## src/rtl/twi_row_store_slave.sv

```systemverilog
module twi_row_store_slave #(
  parameter int ROWS = 32
) (
  input  logic       clk,
  input  logic       rst_n,
  input  logic       scl_i,
  input  logic       sda_i,
  output logic       sda_oe,
  output logic       standby_o,
  output logic [1:0] mode_o
);
  localparam int ROW_W  = $clog2(ROWS);
  localparam int WORD_W = 16;

  typedef enum logic [2:0] {S_IDLE, S_CTRL, S_WR, S_RD, S_HOLD} st_t;

  logic [2:0] scl_q, sda_q;
  logic scl_s, scl_p, sda_s, sda_p;
  logic scl_rise, scl_fall, start_ev, stop_ev;

  st_t             st;
  logic [3:0]      bitcnt;
  logic [7:0]      shreg;
  logic            ack_ph;
  logic            byte_idx;
  logic            dir_rd;
  logic [ROW_W-1:0] row;
  logic [7:0]      hi_buf;
  logic [WORD_W-1:0] mem [ROWS];

  always_ff @(posedge clk or negedge rst_n) begin
    if (!rst_n) begin
      scl_q <= 3'b111;
      sda_q <= 3'b111;
    end else begin
      scl_q <= {scl_q[1:0], scl_i};
      sda_q <= {sda_q[1:0], sda_i};
    end
  end

  assign scl_s    = scl_q[1];
  assign scl_p    = scl_q[2];
  assign sda_s    = sda_q[1];
  assign sda_p    = sda_q[2];
  assign scl_rise = scl_s & ~scl_p;
  assign scl_fall = ~scl_s & scl_p;
  assign start_ev = scl_s & scl_p & sda_p & ~sda_s;
  assign stop_ev  = scl_s & scl_p & ~sda_p & sda_s;

  assign standby_o = (st == S_IDLE);

  always_ff @(posedge clk or negedge rst_n) begin
    if (!rst_n) begin
      st       <= S_IDLE;
      bitcnt   <= '0;
      shreg    <= '0;
      ack_ph   <= 1'b0;
      byte_idx <= 1'b0;
      dir_rd   <= 1'b0;
      row      <= '0;
      hi_buf   <= '0;
      mode_o   <= '0;
      sda_oe   <= 1'b0;
      for (int i = 0; i < ROWS; i++) mem[i] <= '0;
    end else if (stop_ev) begin
      st     <= S_IDLE;
      sda_oe <= 1'b0;
      ack_ph <= 1'b0;
      bitcnt <= '0;
    end else if (start_ev) begin
      st       <= S_CTRL;
      sda_oe   <= 1'b0;
      ack_ph   <= 1'b0;
      bitcnt   <= '0;
      byte_idx <= 1'b0;
    end else begin
      case (st)
        S_CTRL, S_WR: begin
          if (scl_rise && bitcnt < 4'd8) begin
            shreg  <= {shreg[6:0], sda_s};
            bitcnt <= bitcnt + 4'd1;
          end else if (scl_fall && bitcnt == 4'd8 && !ack_ph) begin
            ack_ph <= 1'b1;
            sda_oe <= 1'b1;
            if (st == S_CTRL) begin
              row    <= shreg[7 -: ROW_W];
              mode_o <= shreg[2:1];
              dir_rd <= shreg[0];
            end else if (!byte_idx) begin
              hi_buf <= shreg;
            end else begin
              mem[row] <= {hi_buf, shreg};
            end
          end else if (scl_fall && ack_ph) begin
            ack_ph <= 1'b0;
            bitcnt <= '0;
            if (st == S_CTRL && dir_rd) begin
              st       <= S_RD;
              shreg    <= mem[row][15:8];
              byte_idx <= 1'b0;
              sda_oe   <= ~mem[row][15];
            end else if (st == S_CTRL) begin
              st       <= S_WR;
              byte_idx <= 1'b0;
              sda_oe   <= 1'b0;
            end else if (!byte_idx) begin
              byte_idx <= 1'b1;
              sda_oe   <= 1'b0;
            end else begin
              st     <= S_HOLD;
              sda_oe <= 1'b0;
            end
          end
        end
        S_RD: begin
          if (scl_rise && bitcnt < 4'd8) begin
            bitcnt <= bitcnt + 4'd1;
          end else if (scl_rise) begin
            if (!sda_s && !byte_idx) begin
              shreg    <= mem[row][7:0];
              byte_idx <= 1'b1;
              bitcnt   <= '0;
            end else begin
              st <= S_HOLD;
            end
          end else if (scl_fall) begin
            if (bitcnt == 4'd8) sda_oe <= 1'b0;
            else                sda_oe <= ~shreg[3'd7 - bitcnt[2:0]];
          end
        end
        default: ;
      endcase
    end
  end

  AST_IDLE_RELEASED: assert property (@(posedge clk) disable iff (!rst_n)
    standby_o |-> !sda_oe);
  AST_START_WAKES: assert property (@(posedge clk) disable iff (!rst_n)
    (start_ev && !stop_ev) |=> !standby_o);
  AST_STOP_SLEEPS: assert property (@(posedge clk) disable iff (!rst_n)
    stop_ev |=> (standby_o && !sda_oe));
  AST_HOLD_QUIET: assert property (@(posedge clk) disable iff (!rst_n)
    (st == S_HOLD) |-> !sda_oe);
  AST_OE_ON_FALL: assert property (@(posedge clk) disable iff (!rst_n)
    !$stable(sda_oe) |-> $past(scl_fall || start_ev || stop_ev));
  AST_NO_DRIVE_SCL_HIGH_RISE: assert property (@(posedge clk) disable iff (!rst_n)
    scl_rise |=> $stable(sda_oe));
endmodule

```

## config.mk

```make
export PLATFORM = sky130hd
export DESIGN_NAME = twi_row_store_slave
export DESIGN_NICKNAME = d
export VERILOG_FILES = /design/src/rtl/twi_row_store_slave.sv
export SDC_FILE = /design/constraint.sdc
export NUM_CORES = 1
export LEC_CHECK = 0
export BUFFER_PORTS_ARGS = -buffer_cell sky130_fd_sc_hd__clkbuf_2
export CAP_MARGIN = 5
export CELL_PAD_IN_SITES_DETAIL_PLACEMENT = 0
export CELL_PAD_IN_SITES_GLOBAL_PLACEMENT = 2
export CORE_ASPECT_RATIO = 2
export CORE_MARGIN = 2
export CORE_UTILIZATION = 35
export CTS_CLUSTER_DIAMETER = 60
export DETAILED_ROUTE_END_ITERATION = 16
export GPL_TIMING_DRIVEN = 1
export PLACE_DENSITY_LB_ADDON = 0.1
export SYNTH_ARGS = -nofsm -noshare
export SYNTH_HDL_FRONTEND = slang
export SYNTH_SLANG_ARGS = --single-unit
```

## constraint.sdc

```tcl
create_clock -name clk -period 3.7 [get_ports clk]
set_clock_uncertainty 0.05 [all_clocks]
set_input_delay 0.37 -clock clk [delete_from_list [all_inputs] [get_ports clk]]
set_output_delay 0.37 -clock clk [all_outputs]
set_load 0.05 [all_outputs]
```

# ---- After elaboration in Yosys (flattened, before gate mapping)
# Cells that the tools add are included.
dict set report totals {
  latch_bits 0
  output_inout_bits 4
  elab_cells 190
  romBits 0
  in_bits 4
  ramBits 0
  mem_count 0
  ff_bits 552
}
dict set report op_classes {
  bitwise 19
  n_addsub 2
  div 0
  magnitude_cmp 4
  n_eq_ne 31
  n_reduce_logical 26
  n_shift 0
  multipliers 0
  mux 64
}
# operator count
set op_table {}
lappend op_table {{bitwise mux 512 bit} 1}
lappend op_table {{binary-select mux 16 bit (select 5 bit)} 1}
lappend op_table {{demux 16 bit (select 5 bit)} 1}
lappend op_table {{2-to-1 mux 8 bit} 7}
lappend op_table {{2-to-1 mux 16 bit} 3}
lappend op_table {{2-to-1 mux 3 bit} 11}
lappend op_table {{2-to-1 mux 4 bit} 8}
lappend op_table {{inequality test 4 bit (second input constant)} 8}
lappend op_table {{inequality test 3 bit (second input constant)} 10}
lappend op_table {{2-to-1 mux 1 bit} 26}
lappend op_table {{inequality test 5 bit (second input constant)} 5}
lappend op_table {{case mux 8 bit (2 select lines)} 1}
lappend op_table {{AND reduction 8 bit} 2}
lappend op_table {{AND reduction 7 bit} 2}
lappend op_table {{AND reduction 6 bit} 2}
lappend op_table {{NOT 1 bit} 11}
lappend op_table {{AND reduction 9 bit} 1}
lappend op_table {{case mux 4 bit (2 select lines)} 1}
lappend op_table {{nonzero test 4 bit} 2}
lappend op_table {{bitwise AND 1 bit} 7}
lappend op_table {{logical AND 1 bit} 7}
lappend op_table {{== test 3 x 2 -> 1 bit (second input constant)} 2}
lappend op_table {{>= comparator 6 bit (second input constant)} 1}
lappend op_table {{less-than comparator 6 x 1 -> 1 bit (second input constant)} 1}
lappend op_table {{other kinds (19)} 25}

# ---- Longest topological paths before layout
dict set report depth {
  word_depth 12
  depth_mapped 11
  mapped_depth_nobuf 6
}

# ---- Worst setup path after synthesis
# Ideal clock, no wire load.
dict set report synth_timing {
  kind {reg2reg}
  start {reg bitcnt[2]}
  end {reg mem[133] in the netlist's numbering}
  period_less_slack_ns 2.770
  t_required_ns 3.525
  stages_incl_launch_ff 10
  setup_time_ns 0.125
  arrival_ns 2.595
  setup_slack_ns 0.930
  n_path_buf 3
  cell_sequence {dfrtp_1 > clkbuf_2 > or3b_2 > nor4_4 > nand3_2 > or3_1 > buf_6 > nor2_8 > buf_8 > mux2_2}
}
dict set report synth_via {
  elab_chain_cells 4
  elab_cells_between_ends 7
  classes_between {order compare (1); eq/ne (1); bitwise (1); reduce/logical (4)}
}
# item line
set synth_lines {}
lappend synth_lines {{from (decl)} 22} ;# logic [3:0] bitcnt;
lappend synth_lines {{from (signal assigned)} 81} ;# bitcnt <= bitcnt + 4'd1;
lappend synth_lines {{from (signal assigned)} 117} ;# bitcnt <= bitcnt + 4'd1;
lappend synth_lines {{less-than comparator 4 bit / == test 4 bit (equally long branches)} {79, 82}}
lappend synth_lines {{logical AND 1 bit, on equally long branches} {79, 82}}
lappend synth_lines {{NOT 1 bit (no line) / logical AND 1 bit (equally long branches)} -}
lappend synth_lines {{AND reduction 7 bit (no line) (*)} -}
lappend synth_lines {{to (signal, indexed assignment)} 92} ;# mem[row] <= {hi_buf, shreg};
lappend synth_lines {{to (decl)} 29} ;# logic [WORD_W-1:0] mem [ROWS];
# Every way passes the cells marked *; elsewhere a longest branch is shown, timed or not.
# A chain may end at the register's enable or synchronous reset.

# ---- Worst setup path after layout
dict set report layout_timing {
  start {reg scl_q[2]}
  end {reg mem[231] in the netlist's numbering}
}
dict set report layout_via {
  elab_chain_cells 5
  elab_cells_between_ends 15
  classes_between {bitwise (11); reduce/logical (4)}
}
# item line
set layout_lines {}
lappend layout_lines {{from (decl)} 17} ;# logic [2:0] scl_q, sda_q;
lappend layout_lines {{from (signal assigned)} 36} ;# scl_q <= {scl_q[1:0], scl_i};
lappend layout_lines {{bitwise AND 1 bit / NOT 1 bit (equally long branches)} {47, 48, 45}}
lappend layout_lines {{bitwise AND 1 bit, on equally long branches} {48, 45, 47}}
lappend layout_lines {{bitwise AND 1 bit, or another cell as far along} 48} ;# assign stop_ev = scl_s & scl_p & ~sda_p & sda_s;
lappend layout_lines {{NOT 1 bit (no line)} -}
lappend layout_lines {{AND reduction 7 bit (no line) (*)} -}
# Marked as above.

==> results_dict.tcl <==
set metrics [dict create \
    cts.clk_slew.worst_paths_ns 0.06 \
    cp.depth 7 \
    whs_ns 0.301 \
    drtIter0Drc 663 \
    path_delay_family "simple AND/OR/NAND/NOR gates" \
    yosys.area.top_type "dfrtp_1" \
    final.fill_count 6885 \
    first_global_vias 16300 \
    antenna_left 0 \
    wirelength_um 81400 \
    drc 0 \
    synth_warnings 0 \
    critPathLaunchType "flop" \
    hold_class "input pin to asynchronous set/reset pin" \
    ios 8 \
    status "complete, no violations" \
    slowest_stage "dfstp_2" \
    grt_setup_unrepaired "false" \
    fmax_mhz 298 \
    numPortBuffers 7 \
    tightest_slew_ns 1.21 \
    dr.pass1.iters 5 \
    hold_violations 0 \
    place.gp.congestion 0.807 \
    num_vias 15100 \
    place_area_sq_mm 0.0272 \
    pre_cts_ws_ns 0.328 \
    ir_worst_vdd_uv 319 \
    die_h_um 390 \
    required_ns 4.14 \
    synth_ff_type "dfrtp_1" \
    insertion_delay_ns 0.61 \
    cpPeakStageDelay_ns 0.65 \
    p_leak_nw 13.6 \
    synth-compound-area-share_pct 3.40 \
    htree_levels 2 \
    dp_hpwl_um 54000 \
    setup_viol 0 \
    layout-drive-gt1-share_pct 47.7 \
    postSynthCellCount 1762 \
    report.final.slew_viol_count 0 \
    routed_via_density 5.56 \
    numCtsBuffers 53 \
    nets 1755 \
    ys_types 69 \
    die_w_um 197 \
    crit_type "flop to flop" \
    syn_area_per_cell_sq_um 14.8 \
    worstReg2RegStart "scl_q[2]" \
    fin_tns_setup_ns 0 \
    synth_top_family_by_area "multiplexers" \
    synth-simple-area-share_pct 5.55 \
    regArea_sq_mm 0.0138 \
    crit_chain "or4b_1 > nor4_4 > nand3_2 > nor3_4 > buf_4 > nand2_2 > mux2_2" \
    synth-adder-area-share_pct 0.0479 \
    wl_per_cell_um 29.9 \
    layout_min_cycle_time_ns 3.36 \
    cp.arrival_ns 3.80 \
    grt_pass1_wl_um 120000 \
    synthTopCellsByArea "dfrtp_1 (52%), mux2_2 (23%), mux4_2 (7.5%)" \
    mostFrequentLayoutCell "mux2_2" \
    antenna_found_initial 0 \
    final_cell_mix "mux2_2 (540), dfrtp_1 (539), mux2i_1 (93)" \
    worstReg2RegEnd "mem[231]" \
    ys_ff_latch 552 \
    max-cap-violations 0 \
    synthToLayoutAreaGrowth_pct 10.8 \
    post_cts_buffers 0 \
    dp_cells 2621 \
    cp_max_fo 16 \
    synth_top_area_share_pct 52.3 \
    grt_max_degree 89 \
    postCtsHoldBufs 3 \
    maxSlewHeadroom_pct 19.4 \
    final_area_sq_mm 0.0289 \
    die_area_sq_mm 0.0770 \
    grt_overflow 0 \
    start_util_pct 35.3 \
    ys_seq_area_share_pct 52.9 \
    p_per_area_mw_per_mm2 432 \
    cts_root_buf "clkbuf_16" \
    worstRegToRegCells 7 \
    track_usage_pct 21.7 \
    cts_resized 0 \
    fp-row-count 141 \
    fin_crit_sh_pct 90.8 \
    synth_fp_nets 1767 \
    synth_edf_count 0 \
    instances_no_fill 2721 \
    syn-cell-area_sq_mm 0.0261 \
    synthMuxAreaShare_pct 34.4 \
    fin_ws_ns 0.339 \
    cts_buffer_depth 3 \
    synth-async-reset-ratio_pct 100 \
    endpoint_kind "flop" \
    cts_tree "built" \
    multiInputGateArea_sq_mm 0.0113 \
    path_buf_inv 1 \
    ff2ff_setup_slack_ns 0.34 \
    coreArea_sq_mm 0.0739 \
    cts_sinks 552 \
    synthXorXnorAreaFrac_pct 0.0671 \
]
==> cell families (layout without fill, tap and decap cells) <==
family,count (synthesis),in the layout
AO/OA/AOI/OAI,129,129
XOR/XNOR,2,2
adder cells (fa/ha/maj),1,1
buffers and inverters,165,194
flip-flops,552,552
multiplexers,721,721
other,0,1
AND/OR/NAND/NOR,192,192
==> worst max-delay path by stage <==
stage	start	to
after CTS	scl_q[2]	mem[410]
after global routing	scl_q[2]	mem[227]
after global placement	scl_q[2]	mem[400]
after floorplan	bitcnt[2]	mem[133]
after detailed placement	scl_q[2]	mem[410]
final	scl_q[2]	mem[231]
==> where the power goes <==
| group | internal [mW] | leakage (nW) | switching [mW] |
|---|---|---|---|
| sequential | 6.08 | 7.68 | 0.121 |
| clock | 3.10 | 0.858 | 2.43 |
| combinational | 0.170 | 5.05 | 0.587 |
==> cell usage after synthesis (all sizes together), types with 8 or more instances <==
library cell    n
dfrtp         546
o31ai           8
a211oi          8
mux4           87
o22ai          36
mux2i          93
nor2           61
a22oi          12
a21oi          18
or3             8
buf            72
nor3           14
clkbuf         87
nand3          19
nand2          32
o21ai          11
mux2          541
==> registers in the layout (all words and copies together) (netlist names), 2 cells and up <==
register  flops
hi_buf        8
sda_q         3
mode_o        2
row           5
bitcnt        4
shreg         8
scl_q         3
st            3
mem         512
==> metrics by stage <==
stage	utilization, %	power [mW]
2_1_floorplan	-	6.62
3_3_place_gp	36.8	7.09
3_5_place_dp	36.8	7.10
4_1_cts	39.1	12.7
5_1_grt	39.1	13.0
6_report	39.2	12.5
==> metal layers <==
metal / share of wire, % / global-route usage (%)
met5: 0 / 0
met4: 5.1 / 10.0
met3: 2.3 / 2.08
met2: 53 / 39.7
met1: 39 / 25.5
==> cell type report <==
class                   count  area share (%)
inverters                   6          0.0778
repair buffers             92            2.91
well taps                 929            4.02
diodes                      1         0.00865
flip-flops and latches    552            47.8
multi-input cells        1045            39.2
clock inverters            14           0.454
clock buffers              82            5.52
==> worst reg2reg max path: stages, from the launching register on <==
cell	delay, ns
dfstp_2	0.65
or4b_1	0.53
nor4_4	0.25
nand3_2	0.24
nor3_4	0.43
buf_4	0.25
nand2_2	0.39
mux2_2	0.46
Power figures use the tool's default switching activity.
